File: config.mk
export PLATFORM = sky130hd
export DESIGN_NAME = txring_seq
export DESIGN_NICKNAME = d
export VERILOG_FILES = /design/src/rtl/txr_pkg.sv /design/src/rtl/txr_arbiter.sv /design/src/rtl/txr_regs.sv /design/src/rtl/txr_walker.sv /design/src/rtl/txring_seq.sv
export SDC_FILE = /design/constraint.sdc
export NUM_CORES = 1
export LEC_CHECK = 0
export BUFFER_PORTS_ARGS = -buffer_cell sky130_fd_sc_hd__buf_4
export CORE_ASPECT_RATIO = 1.75
export CORE_MARGIN = 3
export CORE_UTILIZATION = 55
export DETAILED_ROUTE_END_ITERATION = 8
export PLACE_DENSITY = 0.76
export SETUP_SLACK_MARGIN = 0.5
export SLEW_MARGIN = 20
export SYNTH_ARGS = -nofsm -noshare
export SYNTH_HDL_FRONTEND = slang
export SYNTH_SLANG_ARGS = --single-unit
File: constraint.sdc
create_clock -name clk -period 3.24 [get_ports clk]
set_clock_uncertainty 0.1 [all_clocks]
set_input_delay 0.162 -clock clk [delete_from_list [all_inputs] [get_ports clk]]
set_output_delay 0.162 -clock clk [all_outputs]
set_load 0.03 [all_outputs]
File: src/rtl/txr_pkg.sv
package txr_pkg;
   localparam int NUM_RINGS  = 3;
   localparam int REG_AW     = 4;
   localparam int DESC_BYTES = 8;

   localparam logic [REG_AW-1:0] ADR_CTRL  = 4'h0;
   localparam logic [REG_AW-1:0] ADR_EVENT = 4'h1;
   localparam logic [REG_AW-1:0] ADR_MASK  = 4'h2;
   localparam logic [REG_AW-1:0] ADR_START = 4'h4;
   localparam logic [REG_AW-1:0] ADR_BELL  = 4'h8;

   // flag positions inside descriptor word 0
   localparam int FLG_READY = 31;
   localparam int FLG_WRAP  = 29;
   localparam int FLG_INTR  = 28;
   localparam int FLG_LAST  = 27;

   typedef enum logic [2:0] {
      W_IDLE, W_HDR, W_BUF, W_HAND, W_WB, W_FIN
   } walk_state_t;

   function automatic logic [31:0] buf_done_bit(input logic [1:0] ring);
      case (ring)
         2'd0:    return 32'h1 << 26;
         2'd1:    return 32'h1 << 2;
         default: return 32'h1 << 6;
      endcase
   endfunction

   function automatic logic [31:0] frame_done_bit(input logic [1:0] ring);
      return buf_done_bit(ring) << 1;
   endfunction
endpackage

File: src/rtl/txr_arbiter.sv
module txr_arbiter #(
   parameter int NR = 3
) (
   input  logic          clk,
   input  logic          rst_n,
   input  logic [NR-1:0] req,
   output logic [NR-1:0] grant
);
   logic [NR:0] taken;
   assign taken[0] = 1'b0;

   for (genvar g = 0; g < NR; g++) begin : g_prio
      assign grant[g]   = req[g] & ~taken[g];
      assign taken[g+1] = taken[g] | req[g];
   end

   // never more than one ring granted
   assert_onehot_R11: assert property (@(posedge clk) disable iff (!rst_n)
      $onehot0(grant));
   // ring 0 wins whenever it asks
   assert_ring0_first_R11: assert property (@(posedge clk) disable iff (!rst_n)
      req[0] |-> grant[0]);
endmodule

File: src/rtl/txr_regs.sv
module txr_regs
   import txr_pkg::*;
#(
   parameter int AW = 32,
   parameter int NR = NUM_RINGS,
   localparam int RW = $clog2(NR)
) (
   input  logic                   clk,
   input  logic                   rst_n,
   input  logic                   reg_wr,
   input  logic [REG_AW-1:0]      reg_addr,
   input  logic [31:0]            reg_wdata,
   output logic [31:0]            reg_rdata,
   input  logic                   upd_valid,
   input  logic [RW-1:0]          upd_ring,
   input  logic [AW-1:0]          upd_ptr,
   input  logic                   done,
   input  logic [RW-1:0]          done_ring,
   input  logic [31:0]            ev_set,
   output logic                   en_o,
   output logic [NR-1:0]          pend_o,
   output logic [NR-1:0][AW-1:0]  start_o,
   output logic [NR-1:0][AW-1:0]  cur_o,
   output logic                   irq
);
   logic        en_q;
   logic [31:0] ev_q, mask_q;
   logic        wr_ctrl, disable_wr, wr_event, wr_mask;
   logic [NR-1:0] start_wr, bell_wr;
   logic [AW-1:0] aligned;

   assign wr_ctrl    = reg_wr && (reg_addr == ADR_CTRL);
   assign disable_wr = wr_ctrl && !reg_wdata[0];
   assign wr_event   = reg_wr && (reg_addr == ADR_EVENT);
   assign wr_mask    = reg_wr && (reg_addr == ADR_MASK);
   assign aligned    = {reg_wdata[AW-1:3], 3'b000};

   always_comb begin
      for (int r = 0; r < NR; r++) begin
         start_wr[r] = reg_wr && (reg_addr == ADR_START + REG_AW'(r));
         bell_wr[r]  = reg_wr && (reg_addr == ADR_BELL + REG_AW'(r));
      end
   end

   always_ff @(posedge clk or negedge rst_n) begin
      if (!rst_n) begin
         en_q   <= 1'b0;
         ev_q   <= '0;
         mask_q <= '0;
      end else begin
         if (wr_ctrl) en_q <= reg_wdata[0];
         if (wr_mask) mask_q <= reg_wdata;
         ev_q <= (ev_q & ~(wr_event ? reg_wdata : 32'h0)) | ev_set;
      end
   end

   for (genvar g = 0; g < NR; g++) begin : g_ring
      logic [AW-1:0] start_r, cur_r;
      logic          pend_r;
      always_ff @(posedge clk or negedge rst_n) begin
         if (!rst_n) begin
            start_r <= '0;
            cur_r   <= '0;
            pend_r  <= 1'b0;
         end else begin
            if (start_wr[g]) start_r <= aligned;
            if (disable_wr)
               cur_r <= start_r;
            else if (start_wr[g])
               cur_r <= aligned;
            else if (en_q && upd_valid && upd_ring == RW'(g))
               cur_r <= upd_ptr;
            if (disable_wr)
               pend_r <= 1'b0;
            else if (bell_wr[g] && en_q)
               pend_r <= 1'b1;
            else if (done && done_ring == RW'(g))
               pend_r <= 1'b0;
         end
      end
      assign start_o[g] = start_r;
      assign cur_o[g]   = cur_r;
      assign pend_o[g]  = pend_r;
   end

   assign en_o = en_q;
   assign irq  = |(ev_q & mask_q);

   always_comb begin
      reg_rdata = '0;
      case (reg_addr)
         ADR_CTRL:  reg_rdata[0] = en_q;
         ADR_EVENT: reg_rdata    = ev_q;
         ADR_MASK:  reg_rdata    = mask_q;
         default: begin
            for (int r = 0; r < NR; r++) begin
               if (reg_addr == ADR_START + REG_AW'(r)) reg_rdata = 32'(start_o[r]);
               if (reg_addr == ADR_BELL + REG_AW'(r))  reg_rdata = {31'b0, pend_o[r]};
            end
         end
      endcase
   end

   // bits written as one are gone next cycle when nothing sets them
   assert_w1c_R9: assert property (@(posedge clk) disable iff (!rst_n)
      (wr_event && ev_set == 32'h0) |=> ((ev_q & $past(reg_wdata)) == 32'h0));
   // disabling drops every doorbell and rewinds every pointer
   assert_disable_R10: assert property (@(posedge clk) disable iff (!rst_n)
      disable_wr |=> (pend_o == '0 && cur_o == $past(start_o)));
   // while disabled, no doorbell becomes pending
   assert_gate_R2: assert property (@(posedge clk) disable iff (!rst_n)
      !en_q |=> (pend_o == '0));
endmodule

File: src/rtl/txr_walker.sv
module txr_walker
   import txr_pkg::*;
#(
   parameter int AW       = 32,
   parameter int NR       = NUM_RINGS,
   parameter int MAX_DESC = 8,
   localparam int RW = $clog2(NR),
   localparam int CW = $clog2(MAX_DESC + 1)
) (
   input  logic                   clk,
   input  logic                   rst_n,
   input  logic                   en,
   input  logic [NR-1:0]          grant,
   input  logic [NR-1:0][AW-1:0]  start_i,
   input  logic [NR-1:0][AW-1:0]  cur_i,
   output logic                   mem_req,
   output logic                   mem_we,
   output logic [AW-1:0]          mem_addr,
   output logic [31:0]            mem_wdata,
   input  logic                   mem_ack,
   input  logic [31:0]            mem_rdata,
   output logic                   buf_valid,
   input  logic                   buf_ready,
   output logic [31:0]            buf_addr,
   output logic [15:0]            buf_len,
   output logic                   buf_last,
   output logic                   upd_valid,
   output logic [RW-1:0]          upd_ring,
   output logic [AW-1:0]          upd_ptr,
   output logic                   done,
   output logic [RW-1:0]          done_ring,
   output logic [31:0]            ev_set
);
   walk_state_t   st_q;
   logic [RW-1:0] ring_q, pick;
   logic [AW-1:0] ptr_q, next_ptr;
   logic [31:0]   hdr_q, bptr_q;
   logic [CW-1:0] cnt_q;
   logic          wb_done;

   always_comb begin
      pick = '0;
      for (int i = NR - 1; i >= 0; i--)
         if (grant[i]) pick = RW'(i);
   end

   assign next_ptr = hdr_q[FLG_WRAP] ? start_i[ring_q] : ptr_q + AW'(DESC_BYTES);
   assign wb_done  = en && (st_q == W_WB) && mem_ack;

   assign mem_req   = en && (st_q == W_HDR || st_q == W_BUF || st_q == W_WB);
   assign mem_we    = (st_q == W_WB);
   assign mem_addr  = (st_q == W_BUF) ? ptr_q + AW'(4) : ptr_q;
   assign mem_wdata = hdr_q & ~(32'h1 << FLG_READY);

   assign buf_valid = en && (st_q == W_HAND);
   assign buf_addr  = bptr_q;
   assign buf_len   = hdr_q[15:0];
   assign buf_last  = hdr_q[FLG_LAST];

   assign upd_valid = wb_done;
   assign upd_ring  = ring_q;
   assign upd_ptr   = next_ptr;
   assign done      = (st_q == W_FIN);
   assign done_ring = ring_q;

   always_comb begin
      ev_set = '0;
      if (wb_done && hdr_q[FLG_INTR]) begin
         ev_set = buf_done_bit(2'(ring_q));
         if (hdr_q[FLG_LAST]) ev_set = ev_set | frame_done_bit(2'(ring_q));
      end
   end

   always_ff @(posedge clk or negedge rst_n) begin
      if (!rst_n) begin
         st_q   <= W_IDLE;
         ring_q <= '0;
         ptr_q  <= '0;
         hdr_q  <= '0;
         bptr_q <= '0;
         cnt_q  <= '0;
      end else if (!en) begin
         st_q <= W_IDLE;
      end else begin
         case (st_q)
            W_IDLE: if (|grant) begin
               ring_q <= pick;
               ptr_q  <= cur_i[pick];
               cnt_q  <= '0;
               st_q   <= W_HDR;
            end
            W_HDR: if (mem_ack) begin
               hdr_q <= mem_rdata;
               st_q  <= mem_rdata[FLG_READY] ? W_BUF : W_FIN;
            end
            W_BUF: if (mem_ack) begin
               bptr_q <= mem_rdata;
               st_q   <= W_HAND;
            end
            W_HAND: if (buf_ready) st_q <= W_WB;
            W_WB: if (mem_ack) begin
               ptr_q <= next_ptr;
               cnt_q <= cnt_q + 1'b1;
               st_q  <= (cnt_q == CW'(MAX_DESC - 1)) ? W_FIN : W_HDR;
            end
            default: st_q <= W_IDLE;
         endcase
      end
   end

   // an unanswered request stays put
   assert_req_hold_R12: assert property (@(posedge clk) disable iff (!rst_n || !en)
      (mem_req && !mem_ack) |=> (mem_req && $stable(mem_addr) && $stable(mem_we)
                                 && $stable(mem_wdata)));
   // word-aligned accesses only
   assert_word_addr_R12: assert property (@(posedge clk) disable iff (!rst_n)
      mem_req |-> (mem_addr[1:0] == 2'b00));
   // the write-back never carries the ready flag
   assert_wb_clear_R4: assert property (@(posedge clk) disable iff (!rst_n)
      (mem_req && mem_we) |-> !mem_wdata[FLG_READY]);
   // an offered buffer is held until taken
   assert_buf_hold_R4: assert property (@(posedge clk) disable iff (!rst_n || !en)
      (buf_valid && !buf_ready) |=> (buf_valid && $stable(buf_addr) && $stable(buf_len)));
   // the per-walk count never passes the limit
   assert_walk_limit_R7: assert property (@(posedge clk) disable iff (!rst_n)
      cnt_q <= CW'(MAX_DESC));
endmodule

File: src/rtl/txring_seq.sv
module txring_seq
   import txr_pkg::*;
#(
   parameter int AW       = 32,
   parameter int MAX_DESC = 8
) (
   input  logic              clk,
   input  logic              rst_n,
   input  logic              reg_wr,
   input  logic [REG_AW-1:0] reg_addr,
   input  logic [31:0]       reg_wdata,
   output logic [31:0]       reg_rdata,
   output logic              mem_req,
   output logic              mem_we,
   output logic [AW-1:0]     mem_addr,
   output logic [31:0]       mem_wdata,
   input  logic              mem_ack,
   input  logic [31:0]       mem_rdata,
   output logic              buf_valid,
   input  logic              buf_ready,
   output logic [31:0]       buf_addr,
   output logic [15:0]       buf_len,
   output logic              buf_last,
   output logic              irq
);
   localparam int NR = NUM_RINGS;
   localparam int RW = $clog2(NR);

   if (AW < 12 || AW > 32) begin : g_bad_aw
      $error("txring_seq: AW must lie in 12..32");
   end
   if (MAX_DESC < 1) begin : g_bad_max
      $error("txring_seq: MAX_DESC must be at least 1");
   end

   logic                  en, upd_valid, done;
   logic [RW-1:0]         upd_ring, done_ring;
   logic [AW-1:0]         upd_ptr;
   logic [31:0]           ev_set;
   logic [NR-1:0]         pend, grant;
   logic [NR-1:0][AW-1:0] start_v, cur_v;

   txr_regs #(.AW(AW), .NR(NR)) u_regs (
      .clk(clk), .rst_n(rst_n), .reg_wr(reg_wr), .reg_addr(reg_addr),
      .reg_wdata(reg_wdata), .reg_rdata(reg_rdata), .upd_valid(upd_valid),
      .upd_ring(upd_ring), .upd_ptr(upd_ptr), .done(done), .done_ring(done_ring),
      .ev_set(ev_set), .en_o(en), .pend_o(pend), .start_o(start_v), .cur_o(cur_v),
      .irq(irq)
   );

   txr_arbiter #(.NR(NR)) u_arb (
      .clk(clk), .rst_n(rst_n), .req(pend), .grant(grant)
   );

   txr_walker #(.AW(AW), .NR(NR), .MAX_DESC(MAX_DESC)) u_walk (
      .clk(clk), .rst_n(rst_n), .en(en), .grant(grant), .start_i(start_v),
      .cur_i(cur_v), .mem_req(mem_req), .mem_we(mem_we), .mem_addr(mem_addr),
      .mem_wdata(mem_wdata), .mem_ack(mem_ack), .mem_rdata(mem_rdata),
      .buf_valid(buf_valid), .buf_ready(buf_ready), .buf_addr(buf_addr),
      .buf_len(buf_len), .buf_last(buf_last), .upd_valid(upd_valid),
      .upd_ring(upd_ring), .upd_ptr(upd_ptr), .done(done), .done_ring(done_ring),
      .ev_set(ev_set)
   );
endmodule

; ---- Word level (Yosys, flattened, before mapping)
; Index checks and enable logic that the tools add are counted.
[word_totals]
reg_bits = 355
word_cells = 158
mem_bits_ro = 0
mem_count = 0
latchBits = 0
ramBits = 0
inputBits = 73
[op_classes]
muxes = 57
n_reduce_logical = 45
n_mul = 0
div = 0
shifts = 0
eq_ne = 23
add_sub_neg = 3
n_bitwise = 10
n_lt_le_gt_ge = 2
[ops]
columns = cell, n
row1 = 2-to-1 mux 32 bit, 25
row2 = binary-select mux 32 bit (select 2 bit), 2
row3 = one-hot mux 31 bit (3 select lines), 1
row4 = bitwise AND 32 bit, 2
row5 = bitwise OR 32 bit, 2
row6 = one-hot mux 32 bit (2 select lines), 1
row7 = 2-to-1 mux 31 bit, 2
row8 = one-hot mux 27 bit (2 select lines), 1
row9 = adder 32 x 3 -> 32 bit (second input constant), 1
row10 = adder 32 x 4 -> 32 bit (second input constant), 1
row11 = inverter 32 bit, 1
row12 = OR reduction 32 bit, 1
row13 = logical AND 1 bit, 25
row14 = 2-to-1 mux 3 bit, 8
row15 = nonzero test 3 bit, 6
row16 = == test 4 x 3 -> 1 bit (second input constant), 4
row17 = one-hot mux 3 bit (5 select lines), 1
row18 = == test 4 bit (second input constant), 3
row19 = inequality test 3 bit (second input constant), 4
row20 = 2-to-1 mux 1 bit, 9
row21 = AND reduction 3 bit, 3
row22 = 2-to-1 mux 4 bit, 2
row23 = one-hot mux 4 bit (2 select lines), 1
row24 = == test 3 x 2 -> 1 bit (second input constant), 2
row25 = 24 further kinds, 32

; ---- Longest topological paths before layout
; Gate-level depths: netlist of the first run.
[logic_depth]
ltp_word = 10
ltp_mapped = 10
depth_no_buf = 6

; ---- Cells and area by module
; A second synthesis of the first run with hierarchy kept.
[hier_totals]
hier_cells = 2060
hier_area_um2 = 19683.9
[modules_own_cells]
columns = mod, cells_per_inst, area_each_um2, instances
row1 = txr_regs, 1211, 12166.7, 1
row2 = txr_walker, 846, 7490.9, 1
row3 = txr_arbiter, 3, 26.3, 1

; ---- Worst setup path after synthesis of the first run
; No wires, ideal clock.
[synth_path]
path_type = register to output
startpoint = register u_walk.st_q[0]
endpoint = output mem_addr[15]
path_stages_with_launch = 7
setup_slack_ps = 632
required_ps = 2978
arrival_time_ps = 2346
n_path_buf = 1
path_cell_list = dfrtp_1 > clkbuf_1 > nor3b_2 > nand2_1 > nor4_1 > nand3_1 > xnor2_1
[synth_via]
elab_chain_cells = 2
[synth_lines]
columns = element, line
row1 = start: declaration, txr_walker.sv:34  ; walk_state_t st_q;
row2 = start signal: assignment, txr_walker.sv:94  ; st_q <= mem_rdata[FLG_READY] ? W_BUF : W_FIN;
row3 = start signal: assignment, txr_walker.sv:104  ; st_q <= (cnt_q == CW'(MAX_DESC - 1)) ? W_FIN : W_HDR;
row4 = == test 3 x 2 -> 1 bit, txr_walker.sv:52  ; assign mem_addr = (st_q == W_BUF) ? ptr_q + AW'(4) : ptr_q;
row5 = 2-to-1 mux 32 bit, txr_walker.sv:52
row6 = end: declaration, txring_seq.sv:15  ; output logic [AW-1:0] mem_addr,
; Every way passes these cells.

; ---- Final worst setup path of the first run
[layout_path]
startpoint = register u_walk.ptr_q[3]
endpoint = output mem_addr[10]
[layout_via]
elab_chain_cells = 2
[layout_lines]
columns = element, line
row1 = start: declaration, txr_walker.sv:36  ; logic [AW-1:0] ptr_q, next_ptr;
row2 = start signal: assignment, txr_walker.sv:88  ; ptr_q <= cur_i[pick];
row3 = start signal: assignment, txr_walker.sv:102  ; ptr_q <= next_ptr;
row4 = adder 32 x 3 -> 32 bit, txr_walker.sv:52
row5 = 2-to-1 mux 32 bit, txr_walker.sv:52
; Every way passes these cells.

==> impl_results.md, run 1 <==
* Pin slew with the least headroom to its limit at 1.05 ns
* Net Sw Frac at 42.4%
* Minimum clock period at 2.76 ns
* Worst R2R Start: u_walk.ptr_q[5]
* Pint at 11.9 mW
* Reg power frac at 36.2%
* Global routing's busiest layer: met2
* Max clock buf depth at 3
* RePlAce Congestion at 0.958
* Final setup vio count at 0
* Vias in the first global route at 18000
* CTS sink count at 355
* Violation count after the first detailed-route iteration at 2472
* Hold Path Class: input port to async pin
* Post-synth ARST share at 100%
* Max-Slew Margin vs Limit at 29.6%
* Clock latency at the later pin of the worst-skew pair at 0.54 ns
* Routed Antenna Nets at 0
* Leakage at 10.6 nW
* Critical path class: flip-flop to output port
* Mean cell area of the mapped netlist at 9.66 um2
* Die width at 145 um
* CP max FO at 6
* Antenna violations before repair at 1
* Reg2Reg Depth at 6
* Setup TNS at 0 ns
* Fin. max-slew vios at 0
* PwrDens at 902 nW/um2
* Worst EP required at 2.98 ns
* Largest net degree at the start of global routing at 131
* CTS Root Cell: clkbuf_16
* VDD IR-drop max at 0.755 mV
* Post-synth top flop: dfrtp_1
* Input/output buffers at 220
* Drt pass-1 iters at 9
* Share of layout cells above drive strength 1 at 26.5%
* Final core occ at 69.2%
* DRC Markers at 0
* Max-Cap Viols at 0
* Max Clock Freq at 0.363 GHz
* Die H at 249 um
* GRT Residual Overflow at 0
* Syn Std Cell Area at 18600 um2
* Met3 Use GR at 8.84%
* Die area at 36100 um2
* Via/cell ratio at 6.76
* End of the worst register-to-register path: u_regs.g_ring[1].cur_r[8]
* Initial core utilization at 56.0%
* # IOs at 222
* CTS H-Tree Depth at 2
* Clock share of power at 20.1%
* Combinational share of power at 43.7%
* First-pass GRT wire length at 106000 um
* GRT met2 Usage at 57.4%
* Synth cell types at 79
* Synthesized Nets at 1998
* Post-Syn Instances at 1922
* Status: complete, no violations
* Detailed-route via count at 17900
* Final Hold Fails at 0
* Startpoint type of the worst setup path: flip-flop
* Row count at 88
* Layout overhead on the synthesized area at 23.6%
* Number of synthesized flops with an enable pin at 0
* Worst-path clk slew at 0.07 ns
* Yosys warning total at 0
* CTS Buf Count at 35
* Sequential share of the synthesized area at 47.9%
* Arr. time, crit path at 2.50 ns
* Sw Pwr at 8.78 mW
* GRT Total Usage at 38.0%
* Crit end category: output port
* Nets at 2251
* Core Region at 33100 um2
* Period utilization at 85.1%
* Flops & latches, synth at 355
* CTS tree: built
* Routed len/inst at 26.1 um
* R2R setup slack at 0.55 ns
* RSZ-0062 raised after global routing: true
* Routed WL at 69200 um
* M1 GR Usage at 47.3%
* Final HPWL DP at 46900 um
==> registers in the layout (all words and copies together) (netlist names) <==
name                   count
u_regs.g_ring.start_r     87
u_regs.en_o                1
u_regs.mask_q             32
u_walk.cnt_q               4
u_regs.ev_q               32
u_regs.g_ring.pend_r       3
u_regs.g_ring.cur_r       96
u_walk.st_q                3
u_walk.buf_addr           32
u_walk.ptr_q              32
u_walk.hdr_q              31
u_walk.done_ring           2
==> cells in the final DEF (no fill, tap or decap), types with 8 or more instances in the layout <==
| master | n |
|---|---|
| a211oi_1 | 11 |
| a21boi_0 | 29 |
| a21o_1 | 12 |
| a21oi_1 | 32 |
| a221o_1 | 17 |
| a221oi_1 | 22 |
| a222oi_1 | 33 |
| a22o_1 | 12 |
| a22oi_1 | 43 |
| a31oi_1 | 19 |
| and3_1 | 18 |
| buf_4 | 310 |
| clkbuf_16 | 36 |
| clkbuf_8 | 8 |
| dfrtp_1 | 336 |
| dfrtp_2 | 19 |
| dlygate4sd3_1 | 69 |
| inv_1 | 20 |
| mux2_2 | 101 |
| mux2i_1 | 40 |
| nand2_1 | 424 |
| nand2b_1 | 9 |
| nand3_1 | 27 |
| nand4_1 | 17 |
| nor2_1 | 97 |
| nor3_1 | 23 |
| o211ai_1 | 28 |
| o21a_1 | 9 |
| o21ai_0 | 82 |
| o221a_2 | 32 |
| o221ai_1 | 14 |
| o22ai_1 | 18 |
| o2bb2ai_1 | 14 |
| o31ai_1 | 11 |
| xnor2_1 | 18 |
| xor2_1 | 17 |
==> cell type report <==
| class | count | area [um2] |
|---|---|---|
| diodes | 1 | 2.50 |
| clock buffers | 51 | 1040 |
| clock inverters | 11 | 120 |
| fillers | 2455 | 10200 |
| inverters | 22 | 82.6 |
| multi-input cells | 1370 | 9010 |
| flip-flops and latches | 355 | 8910 |
| well taps | 450 | 563 |
| repair buffers | 391 | 3210 |
==> power by group through the flow <==
stage | registers [mW] | logic (mW) | clock network, mW
CTS | 7.40 | 8.66 | 4.20
global route | 7.61 | 9.56 | 4.39
global placement | 7.38 | 8.17 | 0
detailed placement | 7.46 | 8.36 | 0
floorplan | 7.39 | 5.27 | 0
finish | 7.49 | 9.04 | 4.17
==> metrics by stage <==
stage | setup slack (ns) | std cells | hold WS, ns | cell area, um2 | power (mW)
5_1_grt | 0.380 | 2651 | 0.0329 | 22900 | 21.6
4_1_cts | 0.484 | 2634 | 0.00261 | 22700 | 20.3
6_report | 0.482 | 2651 | 0.0118 | 22900 | 20.7
3_3_place_gp | 0.592 | 2489 | -0.0259 | 20700 | 15.5
2_1_floorplan | 0.632 | 1922 | -0.234 | 18600 | 12.7
3_5_place_dp | 0.536 | 2489 | -0.0242 | 20700 | 15.8
==> critical path, stage by stage (launching register included) <==
cell and delay, ns:
dfrtp_2 0.46, ha_4 0.16, and3_4 0.18, nand4_1 0.11, buf_6 0.18, buf_4 0.15, nor2_1 0.13, xor2_1 0.36
buf_4 0.24
==> kinds of logic after synthesis <==
family	count (synthesis)	synth area share (%)
AOI/OAI and AO/OA	481	19.7
xor gates and xnor gates	38	1.79
adders and majority gates	3	0.202
buffers and inverters	197	4.79
DFF	355	47.9
muxes	143	8.41
other	1	0.0202
and+or+nand+nor	704	17.2
==> repair_timing <==
item,CTS,global route
setup endpoints to repair,22,42
setup buffers,14,16
gates resized for setup,28,19
pin swaps,4,5
endpoints found under the hold margin,622,0
hold buffers,69,0
==> Yosys cell counts (24+ instances only) <==
cell type | count | area share, %
a21boi_0 | 29 | 1.2
a21oi_1 | 32 | 0.86
a222oi_1 | 33 | 1.8
a22oi_1 | 43 | 1.7
buf_2 | 29 | 0.78
buf_4 | 28 | 1.1
clkbuf_1 | 106 | 2.1
dfrtp_1 | 355 | 48
mux2_2 | 101 | 6.1
mux2i_1 | 40 | 2.2
nand2_1 | 427 | 8.6
nand3_1 | 28 | 0.75
nor2_1 | 100 | 2.0
nor3_1 | 24 | 0.65
o211ai_1 | 28 | 1.1
o21ai_0 | 83 | 2.2
o221a_2 | 32 | 1.9
==> routing by layer <==
| metal | part of all wire (%) | up-vias |
|---|---|---|
| li1 | - | 7524 |
| met5 | 0 | - |
| met1 | 34 | 8615 |
| met4 | 8.8 | 0 |
| met3 | 12 | 376 |
| met2 | 46 | 1396 |
==> worst max-delay path by stage <==
stage,start,to
final,u_walk.ptr_q[3],mem_addr[10]
after global routing,u_walk.ptr_q[3],mem_addr[28]
after CTS,u_walk.ptr_q[3],mem_addr[28]
after detailed placement,u_walk.ptr_q[3],u_regs.g_ring[0].cur_r[31]
after global placement,u_walk.ptr_q[14],u_regs.g_ring[0].cur_r[31]
after floorplan,u_walk.st_q[0],mem_addr[15]
Power figures use the tool's default switching activity.
==> run 2: changes to the inputs <==
Settings changed: ABC_AREA set to 1, SKIP_LAST_GASP set to 1.
==> run 2 against run 1 <==
Clock power rose by 2%; maximum frequency is 0.71% higher; flip-flop and latch count stayed put; critical path type is now input port to output port.
==> impl_results.md, run 2 <==
* Post-Syn Instances at 2689 (+40%)
* Max Clock Freq at 0.365 GHz (+0.71%)
* Violation count after the first detailed-route iteration at 1886 (-24%)
* Clock latency at the later pin of the worst-skew pair at 0.54 ns (about the same)
* Register area at 8890 um2 (-0.22%)
* Hold Path Class: input port to async pin
* Startpoint type of the worst setup path: input port
* # IOs at 222 (unchanged)
* Top Registers: u_regs.g_ring.cur_r: 96 flops, u_regs.g_ring.start_r: 87 flops
* Max FFs per register at 96 (unchanged)
* Pwr Total at 20.7 mW (+0.11%)
* Post-synth ARST share at 100% (unchanged)
* ANT cells at 0 (-1)
* Flops & latches, synth at 355 (unchanged)
* CP cell instances: dlygate4sd3_1 -> buf_4 -> nor2_4 -> nand2_1 -> buf_6 -> o22ai_1 -> a21oi_1 -> o221ai_1 -> buf_4
* Core Region at 35300 um2 (+6.5%)
* Worst-path clk slew at 0.06 ns (about the same)
* Commonest non-fill, non-tap cells in the layout: 714 x nand2_1, 352 x dfrtp_1, 337 x inv_1
* Initial core utilization at 55.9% (-0.14 points)
* CTS Buf Count at 35 (unchanged)
* Pin slew with the least headroom to its limit at 1.09 ns (+0.0348 ns)
* Max-Slew Margin vs Limit at 27.4% (-2.1 points)
* Commonest non-fill, non-tap cell in the layout: nand2_1
* CP delay by family, top: buffers and inverters
* Input/output buffers at 220 (unchanged)
* Die area at 38300 um2 (+6.0%)
* Slowest CP cell: dlygate4sd3_1
* Final instance area at 23500 um2 (+2.5%)
* Most frequent cell after synthesis: nand2_1
* CTS tree: built
* Syn Std Cell Area at 19700 um2 (+6.2%)
* Combinational share of power at 45.2% (+1.5 points)
* Die H at 256 um (+3.0%)
* Max clock buf depth at 3 (unchanged)
* Reg power frac at 34.3% (-1.9 points)
* WP buf/inv at 4 (+1)
* Most flops, register: u_regs.g_ring.cur_r
* Fill cell count at 3096 (+26%)
* Sequential share of the synthesized area at 45.1% (-2.8 points)
* Max-Cap Viols at 0 (unchanged)
* DRC Markers at 0 (unchanged)
* Yosys warning total at 0 (unchanged)
* Final Hold Fails at 0 (unchanged)
* Post-synth top flop: dfrtp_1
* Nets at 2976 (+32%)
* GRT Residual Overflow at 0 (unchanged)
* CP max FO at 23 (+17)
* Layout overhead on the synthesized area at 19.3%
* Worst EP required at 2.98 ns (about the same)
* Vias in the first global route at 19000 (+5.5%)
* Leakage at 12.4 nW (+17%)
* Row count at 91 (+3.4%)
* Number of synthesized flops with an enable pin at 0 (unchanged)
* Worst path most repeated cell: buf_4
* Period utilization at 84.5% (-0.60 points)
* Sw Pwr at 9.19 mW (+4.6%)
* Critical path class: input port to output port
* GRT Total Usage at 34.8% (-3.2 points)
* Minimum clock period at 2.74 ns (-0.0195 ns)
* Crit path setup slack, layout at 0.502 ns (+0.0195 ns)
* Fin. max-slew vios at 0 (unchanged)
* Routed Antenna Nets at 0 (unchanged)
* First-pass GRT wire length at 105000 um (-0.81%)
* Arr. time, crit path at 2.48 ns (-0.02 ns)
* Share of layout cells above drive strength 1 at 13.3% (-13 points)
* Pre-CTS setup slack at 0.645 ns (+0.109 ns)
* Via/cell ratio at 5.77 (-15%)
* Status: complete, no violations
* Clock share of power at 20.5% (+0.4 points)
* Worst R2R Start: u_walk.st_q[1]
* CTS Root Cell: clkbuf_16
* RSZ-0062 raised after global routing: false
* Antenna violations before repair at 0 (-1)
* Pint at 11.5 mW (-3.2%)
* Dpl cell area at 21500 um2 (+3.9%)
* Synthesized Nets at 2765 (+38%)
* Post-synth top area cell: dfrtp_1
* Synth cell types at 51 (-35%)
* Net Sw Frac at 44.3% (+1.9 points)
* Final HPWL DP at 46700 um (-0.43%)
* RePlAce Congestion at 0.950 (-0.86%)
* Routed len/inst at 19.8 um (-24%)
* Routed WL at 67000 um (-3.1%)
* VDD IR-drop max at 0.711 mV (-5.8%)
* Drt pass-1 iters at 7 (-2)
* Critical Path Max Stage Delay at 0.55 ns (+0.09 ns)
* Top cell type's share of synthesized area at 45.1% (-2.8 points)
* Synth top cells by count: 718 x nand2_1, 355 x dfrtp_1, 341 x inv_1
* Die width at 149 um (+2.9%)
* CTS H-Tree Depth at 2 (unchanged)
* Mean cell area of the mapped netlist at 7.33 um2 (-24%)
* Largest net degree at the start of global routing at 106 (-19%)
* Crit end category: output port
* Critical Path Source: reg_addr[1]
* Detailed-route via count at 19600 (+9.2%)
* Area of the multi-input gates at 8690 um2 (-3.6%)
* Setup TNS at 0 ns (unchanged)
* Final setup vio count at 0 (unchanged)
* CTS sink count at 355 (unchanged)
* Top post-synthesis cells by area: dfrtp_1 45%, nand2_1 14%, o21ai_0 8.2%
* PwrDens at 881 nW/um2 (-2.4%)
## run 2: worst register-to-register path, cell delays in order (launching register included)
cell	delay (ns)
dfrtp_1	0.47
nor2_4	0.24
nand2_8	0.19
nor2_4	0.20
nand2_1	0.12
nand3_2	0.17
buf_4	0.42
inv_2	0.34
nand2_1	0.16
nand2_1	0.06
## run 2: power groups by stage
| stage | sequential, mW | combinational [mW] | clock, mW |
|---|---|---|---|
| 2_1_floorplan | 7.47 | 5.73 | 0 |
| 3_3_place_gp | 7.07 | 8.90 | 0 |
| 3_5_place_dp | 7.12 | 9.07 | 0 |
| 4_1_cts | 7.06 | 9.19 | 4.30 |
| 5_1_grt | 7.27 | 10.3 | 4.48 |
| 6_report | 7.11 | 9.37 | 4.25 |
## run 2: kinds of logic (layout without fill, tap and decap cells)
logic type	after synthesis	after routing	synth area share (%)
adders and majority gates	3	3	0.190
xor gates and xnor gates	25	25	1.11
and+or+nand+nor	1145	1145	24.2
DFF	355	355	45.1
muxes	2	2	0.108
other	1	1	0.0190
AOI/OAI and AO/OA	638	638	18.2
buffers and inverters	520	752	11.2
## run 2: final cells by class
| class | count | share of cell area (%) |
|---|---|---|
| sequential | 355 | 37.8 |
| clock buffer | 54 | 4.72 |
| multi-input combinational | 1814 | 37.0 |
| inverter | 356 | 5.71 |
| clock inverter | 4 | 0.298 |
| timing repair buffer | 338 | 12.0 |
| tap | 465 | 2.47 |
## run 2: per-layer routing
metal	global-route usage [%]	part of all wire, %
met4	15.1	4.8
met3	7.30	9.5
met2	56.0	47
met1	45.5	39
met5	0	0
## run 2: what timing repair did
| action | 4_1_cts | 5_1_grt |
|---|---|---|
| pin swaps | 2 | 3 |
| endpoints found under the hold margin | 316 | 0 |
| setup buffers | 3 | 0 |
| gates resized for setup | 5 | 22 |
| setup endpoints to repair | 7 | 44 |
| hold buffers | 75 | 0 |
## run 2: stage by stage
step | utilization [%] | instances | hold WS [ns]
2_1_floorplan | - | 2689 | -0.234
3_3_place_gp | 60.9 | 3250 | 0.0905
3_5_place_dp | 60.9 | 3250 | 0.0970
4_1_cts | 66.5 | 3386 | 0.107
5_1_grt | 66.6 | 3386 | 0.162
6_report | 66.6 | 3386 | 0.0805
## run 2: worst paths after layout
| kind | end | slack, ns | cells after the start |
|---|---|---|---|
| worst min-delay path | u_walk.hdr_q[14] | 0.08 | 2 |
| worst min register to register | u_regs.g_ring[1].cur_r[28] | 0.38 | 2 |
| min in group clk | u_walk.st_q[1] | 0.13 | 6 |
| worst max-delay path | reg_rdata[31] | 0.50 | 9 |
| worst max register to register | u_regs.g_ring[0].cur_r[21] | 0.66 | 9 |
| max in group asynchronous | u_walk.st_q[0] | 1.92 | 4 |
